### src/rtl/spi_stat_poll.sv
module spi_stat_poll #(
  parameter int TW = 16,
  parameter int TICKS_PER_MS = 1000
) (
  input  logic          clk,
  input  logic          rst_n,
  input  logic          tick_us,
  input  logic          start,
  input  logic [7:0]    cmd_opcode,
  input  logic          cmd_two_byte,
  input  logic [15:0]   mask,
  input  logic [15:0]   match,
  input  logic [TW-1:0] init_delay_us,
  input  logic [TW-1:0] interval_us,
  input  logic [TW-1:0] timeout_ms,
  output logic          busy,
  output logic          done,
  output logic          ok,
  output logic          timed_out,
  output logic [15:0]   last_status,
  output logic          seq_start,
  output logic [7:0]    seq_opcode,
  output logic          seq_two_byte,
  input  logic          seq_rx_valid,
  input  logic [7:0]    seq_rx_byte,
  input  logic          seq_done
);
  localparam int SW = $clog2(TICKS_PER_MS + 1);
  localparam logic [SW-1:0] SUB_LAST = SW'(TICKS_PER_MS - 1);

  typedef enum logic [1:0] {S_IDLE, S_WAIT, S_ISSUE, S_READ} st_t;

  st_t           st;
  logic [7:0]    op_q;
  logic          two_q;
  logic [15:0]   msk_q, mt_q, rd_stat;
  logic [TW-1:0] ivl_q, to_q, dly, ms;
  logic [SW-1:0] sub;
  logic          byte_hi;
  logic          expired, hit;

  assign expired      = (ms >= to_q);
  assign hit          = ((rd_stat & msk_q) == mt_q);
  assign busy         = (st != S_IDLE);
  assign seq_start    = (st == S_ISSUE);
  assign seq_opcode   = op_q;
  assign seq_two_byte = two_q;

  always_ff @(posedge clk or negedge rst_n) begin
    if (!rst_n) begin
      st          <= S_IDLE;
      op_q        <= '0;
      two_q       <= 1'b0;
      msk_q       <= '0;
      mt_q        <= '0;
      ivl_q       <= '0;
      to_q        <= '0;
      dly         <= '0;
      ms          <= '0;
      sub         <= '0;
      rd_stat     <= '0;
      byte_hi     <= 1'b0;
      done        <= 1'b0;
      ok          <= 1'b0;
      timed_out   <= 1'b0;
      last_status <= '0;
    end else begin
      done <= 1'b0;
      if (st != S_IDLE && tick_us && !expired) begin
        if (sub == SUB_LAST) begin
          sub <= '0;
          ms  <= ms + 1'b1;
        end else begin
          sub <= sub + 1'b1;
        end
      end
      case (st)
        S_IDLE: if (start) begin
          op_q    <= cmd_opcode;
          two_q   <= cmd_two_byte;
          msk_q   <= mask;
          mt_q    <= match;
          ivl_q   <= interval_us;
          to_q    <= timeout_ms;
          dly     <= init_delay_us;
          sub     <= '0;
          ms      <= '0;
          rd_stat <= '0;
          st      <= S_WAIT;
        end
        S_WAIT: begin
          if (expired) begin
            done        <= 1'b1;
            ok          <= 1'b0;
            timed_out   <= 1'b1;
            last_status <= rd_stat;
            st          <= S_IDLE;
          end else if (dly == '0) begin
            st <= S_ISSUE;
          end else if (tick_us) begin
            dly <= dly - 1'b1;
          end
        end
        S_ISSUE: begin
          rd_stat <= '0;
          byte_hi <= 1'b0;
          st      <= S_READ;
        end
        S_READ: begin
          if (seq_rx_valid) begin
            if (byte_hi) rd_stat[15:8] <= seq_rx_byte;
            else         rd_stat[7:0]  <= seq_rx_byte;
            byte_hi <= 1'b1;
          end
          if (seq_done) begin
            if (hit || expired) begin
              done        <= 1'b1;
              ok          <= hit;
              timed_out   <= !hit;
              last_status <= rd_stat;
              st          <= S_IDLE;
            end else begin
              dly <= ivl_q;
              st  <= S_WAIT;
            end
          end
        end
        default: st <= S_IDLE;
      endcase
    end
  end
endmodule

### config.mk
export PLATFORM = sky130hd
export DESIGN_NAME = spi_stat_poll
export DESIGN_NICKNAME = d
export VERILOG_FILES = /design/src/rtl/spi_stat_poll.sv
export SDC_FILE = /design/constraint.sdc
export NUM_CORES = 1
export LEC_CHECK = 0
export ABC_AREA = 1
export ABC_CLOCK_PERIOD_IN_PS = 2300
export CORE_AREA = 2 2 181 183
export DETAILED_ROUTE_END_ITERATION = 8
export DIE_AREA = 0 0 183 185
export PLACE_DENSITY = 0.46
export SYNTH_ARGS = -nofsm -noshare
export SYNTH_HDL_FRONTEND = slang
export SYNTH_SLANG_ARGS = --single-unit
### constraint.sdc
create_clock -name clk -period 2.3 [get_ports clk]
set_input_delay 0.46 -clock clk [delete_from_list [all_inputs] [get_ports clk]]
set_output_delay 0.46 -clock clk [all_outputs]
set_load 0.03 [all_outputs]
After elaboration in Yosys (flattened, before gate mapping):

Index checks and enable logic that the tools add are counted.

* add/subtract/negate cells: 3
* order comparisons: 1
* eq/ne operators: 17
* muxes and demuxes: 44
* bitwise gates (word level): 1
* reduce and logical (&&, ||, !) cells: 19

Operators with widths (count)
* 16-bit two-way mux: 15
* 16-bit case mux with 3 select lines: 2
* 10-bit two-way mux: 4
* 16-bit case mux with 2 select lines: 1
* 2-bit != test (second input constant): 11
* 16-bit by 1-bit adder with 16-bit output (second input constant): 1
* 16-bit AND: 1
* 16-bit equality test: 1
* 16-bit >= comparator: 1
* 16-bit zero test: 1
* 8-bit two-way mux: 2
* 16-bit by 1-bit subtractor with 16-bit output (second input constant): 1
* 4-bit AND reduction: 3
* 1-bit two-way mux: 11
* 10-bit by 1-bit adder with 10-bit output (second input constant): 1
* 10-bit equality test (second input constant): 1
* 2-bit two-way mux: 4
* 1-bit case mux with 2 select lines: 4
* 2-bit case mux with 4 select lines: 1
* 7-bit AND reduction: 1
* 2-bit nonzero test: 3
* 3-bit nonzero test: 2
* 2-bit equality test (second input constant): 2
* 2-bit AND reduction: 2
* other kinds (7): 9

* bits in registers: 153
* bits of input ports: 103
* output and inout bits: 30

Logic depth before layout (Yosys ltp):

* depth in word-level cells: 6
* mapped depth: 18

Worst setup path after synthesis:

No wires, ideal clock.

* path type: reg2reg
* start: register ms[3]
* end: register last_status[10]
* setup time: 0.117 ns
* data arrival time: 1.769 ns
* path slack: 0.415 ns
* stages on the path, launching flop included: 17
* buffers on the path: 2
* period minus slack after synthesis: 1.885 ns
* cells stage by stage: dfrtp_1 > ha_1 > nand2_1 > nor2_1 > nor2_1 > nand2_1 > nand2_1 > nand2_1 > nand2_1 > nand2_1 > nand2_1 > nand2_1 > nand2_1 > buf_4 > buf_4 > nand2_1 > nand2_1

* cells in the longest elaborated chain, start to end: 4

RTL lines
* from (decl): line 37 `logic [TW-1:0] ivl_q, to_q, dly, ms;`
* from (signal assigned): line 72 `ms <= ms + 1'b1;`
* 16-bit >= comparator (*): line 42 `assign expired = (ms >= to_q);`
* 1-bit logical OR: line 116 `if (hit || expired) begin`
* 2-bit != test (no source line)
* 4-bit AND reduction (no source line) (*)
* to (signal assigned): line 96 `last_status <= rd_stat;`
* to (signal assigned): line 120 `last_status <= rd_stat;`
* to (decl): line 20 `output logic [15:0] last_status,`

Every way passes the cells marked *; elsewhere a longest branch is shown, timed or not.
A chain may end at the register's enable or synchronous reset.

Worst setup path after layout:

* start: register ms[9]
* end: register last_status[1]

Same word-level chain as after synthesis.

==> impl_metrics.yaml <==
floorplanning:
  die_h_um: 185
  die_x_um: 183
  ios: 133
  rows: 66
  core_mm2: 0.03204
  dieArea_mm2: 0.03386
  start_util_pct: 25.44
detailed_routing:
  ant_nets: 0
  drcViolationCount: 0
  vias: 7400
  viasPerCell: 4.418
  wl_um: 24590
  drt-initial-drc-count: 415
  dr.pass1.iters: 5
  wl_per_cell_um: 14.68
yosys:
  netlist_top_cells_count: "nand2_1 (488), dfrtp_1 (153), inv_1 (83)"
  ys_types: 41
  mappedNetlistArea_mm2: 0.008152
  synth_edf_count: 0
  synth.area.top_cells: "dfrtp_1 (47%), nand2_1 (22%), nand3_1 (4.1%)"
  ys_warn_count: 0
  yosys.area.top_type: "dfrtp_1"
  synthMuxAreaShare_pct: 0.7368
  async_flop_share_pct: 100.0
  ys_seq_area_share_pct: 46.97
  synth_compound_area_share_pct: 6.830
  synthSimpleGateAreaFrac_pct: 34.87
  dominantRegCellSynth: "dfrtp_1"
  synth_top_family_by_area: "simple AND/OR/NAND/NOR gates"
  yosys_register_bits: 153
  syn_nets: 1219
  yosys.cell_count.top_type: "nand2_1"
  synth_cells: 1097
  synth_xor_xnor_area_share_pct: 0.9670
  synth_fa_ha_area_share_pct: 2.916
  avgSynthCellArea_um2: 7.431
  synth_top_area_share_pct: 46.97
setup_path:
  worst_path_most_repeated_cell: "nand2_1"
  r2r_cells: 13
  worstPathArrival_ns: 2.44
  crit_fanout: 19
  crit_path_start_kind: "flop"
  r2r-start: "ms[9]$_DFF_PN0_"
  r2r-end: "last_status[1]$_DFFE_PN0P_"
  r2r_slack_ns: 0.24
  cp.required_ns: 2.67
  cp_slowest_cell: "dfrtp_1"
  endpoint_kind: "flop"
  crit_type: "flop to flop"
  max_stage_delay_ns: 0.43
  cp_cell_sequence: "ha_1 -> nand2_1 -> inv_1 -> o21bai_1 -> a21oi_1 -> nor2_4 -> nand2_1 -> nand2_1 -> nand2_1 -> nand2_2 -> buf_8 -> nand2_1 -> nand2_1"
sta:
  tns_ns: 0
  setup_viol: 0
  slew_viol_final: 0
  timing.clock.skew_ns: 0.009731
  max_clock_freq_ghz: 0.4844
  slew_headroom_pct: 52.61
  worstMarginPinSlew_ns: 0.7088
  min_period_over_period_pct: 89.76
  final-hold-violation-count: 0
  min_period_ns: 2.065
power_and_ir_drop:
  ir_drop_mv: 0.5260
  pwr_density_cell_mw_per_mm2: 1084
  leakage_nw: 5.299
grt:
  gr-total-overflow: 0
  grt_usage_pct: 14.97
  grt_pass1_wl_um: 39210
  grt_pass1_vias: 7206
  grt_max_degree: 44
  antenna_found_initial: 1
clocking:
  cts.htree.levels: 4
  cts-root-buf: "clkbuf_16"
  clk_latency_ns: 0.44
  cts_tree: "built"
  path_clk_slew_ns: 0.06
  clock_tree.buffer_depth: 2
  numCtsBuffers: 17
  cts_num_sinks: 153
min_path:
  whs_path_depth: 2
  min_delay_worst_endpoint: "seq_opcode[5]$_DFFE_PN0P_"
  hold_path_class: "flop to flop"
  hp-start: "seq_opcode[5]$_DFFE_PN0P_"
cells_and_area:
  register_area_mm2: 0.003829
  areaGrowthSynthToFinish_pct: 32.37
  multi_input_area_mm2: 0.003836
  nNetsFinal: 1376
  num_antenna_cells: 0
  fillers: 3444
  fin_util_pct: 33.68
  drive_gt1_share_pct: 8.761
placed_design:
  gp_congestion: 0.8084
  io_buffers: 132
  dp_hpwl_um: 17930
run_status:
  status: "finished, final reports clean"
job:
  maxCapViolations: 0
[critical path: cells and delay by family, from the launching register on]
| family | cells | cell delay, ns |
|---|---|---|
| simple gates | 8 | 0.79 |
| compound gates | 2 | 0.24 |
| buf+inv | 2 | 0.24 |
| fa+ha+maj | 1 | 0.31 |
| flops | 1 | 0.43 |
[worst max path at each step]
stage / endpoint / depth (start not counted) / start
2_1_floorplan: last_status[10]$_DFFE_PN0P_ / 16 / ms[3]$_DFF_PN0_
3_3_place_gp: last_status[11]$_DFFE_PN0P_ / 11 / ms[15]$_DFF_PN0_
3_5_place_dp: last_status[10]$_DFFE_PN0P_ / 11 / ms[15]$_DFF_PN0_
4_1_cts: sub[1]$_DFF_PN0_ / 9 / ms[15]$_DFF_PN0_
5_1_grt: dly[9]$_DFFE_PN0P_ / 11 / ms[9]$_DFF_PN0_
6_report: last_status[1]$_DFFE_PN0P_ / 13 / ms[9]$_DFF_PN0_
[layout make-up]
class,count,share of cell area (%)
clock buffer,20,4.232
clock inverter,12,0.8581
inverter,92,3.293
multi-input combinational,816,35.55
sequential,153,35.48
tap,408,4.731
timing repair buffer,174,15.85
[cells by family (layout without fill, tap and decap cells)]
| family | Yosys count | in the layout |
|---|---|---|
| compound gates | 102 | 102 |
| fa+ha+maj | 19 | 19 |
| buf+inv | 129 | 298 |
| simple gates | 679 | 680 |
| xor+xnor | 9 | 9 |
| mux | 6 | 6 |
| flops | 153 | 153 |
[placed cells by master (no fill, tap or decap), types with 6 or more instances in the layout]
| cell type | n |
|---|---|
| nor3_1 | 9 |
| ha_1 | 19 |
| a21oi_1 | 19 |
| inv_2 | 6 |
| dfrtp_1 | 153 |
| nand2_1 | 486 |
| o21ai_0 | 34 |
| xor2_1 | 7 |
| nand4_1 | 25 |
| inv_1 | 83 |
| or2_2 | 6 |
| nor2_1 | 58 |
| mux2i_1 | 6 |
| nand3_1 | 66 |
| buf_4 | 32 |
| o21ai_1 | 34 |
| clkdlybuf4s50_1 | 129 |
| clkbuf_16 | 17 |
[flip-flops by register name, indices dropped and copies added, names as in the netlist, 10 cells and up, named ones only]
register / flops
dly: 16
ivl_q: 16
last_status: 16
ms: 16
msk_q: 16
mt_q: 16
rd_stat: 16
sub: 10
to_q: 16
[report_power, final]
group          leakage (nW)  switching, mW  internal (mW)
sequential             1.97          0.666           3.65
combinational          3.07           2.89           1.83
clock                 0.259           1.22           1.45
[stage by stage]
step / instance area [um^2] / std cells / power (mW) / setup WS [ns] / hold WS, ns
4_1_cts: 10710 / 1674 / 11.80 / 0.03030 / 0.4727
6_report: 10790 / 1675 / 11.69 / 0.2354 / 0.4673
3_5_place_dp: 10150 / 1641 / 9.066 / 0.006981 / 0.4206
3_3_place_gp: 10150 / 1641 / 9.005 / 0.04576 / 0.4265
2_1_floorplan: 8152 / 1097 / 7.431 / 0.4147 / 0.1644
5_1_grt: 10790 / 1675 / 12.75 / -0.001551 / 0.4879
[layer usage]
metal / GRT usage [%] / wire length [um]
met5: 0 / 13
met4: 4.064 / 263
met3: 2.812 / 833
met2: 23.89 / 11400
met1: 20.76 / 12080
[repair_timing]
action                     4_1_cts  5_1_grt
gates resized for setup          3       18
hold endpoints to repair        38        0
hold buffers                     1        0
gates cloned                     0        1
pin swaps                        0        3
buffers inserted                 0        0
setup endpoints to repair        4       51
Note: power is estimated with default switching activity, not from simulation.
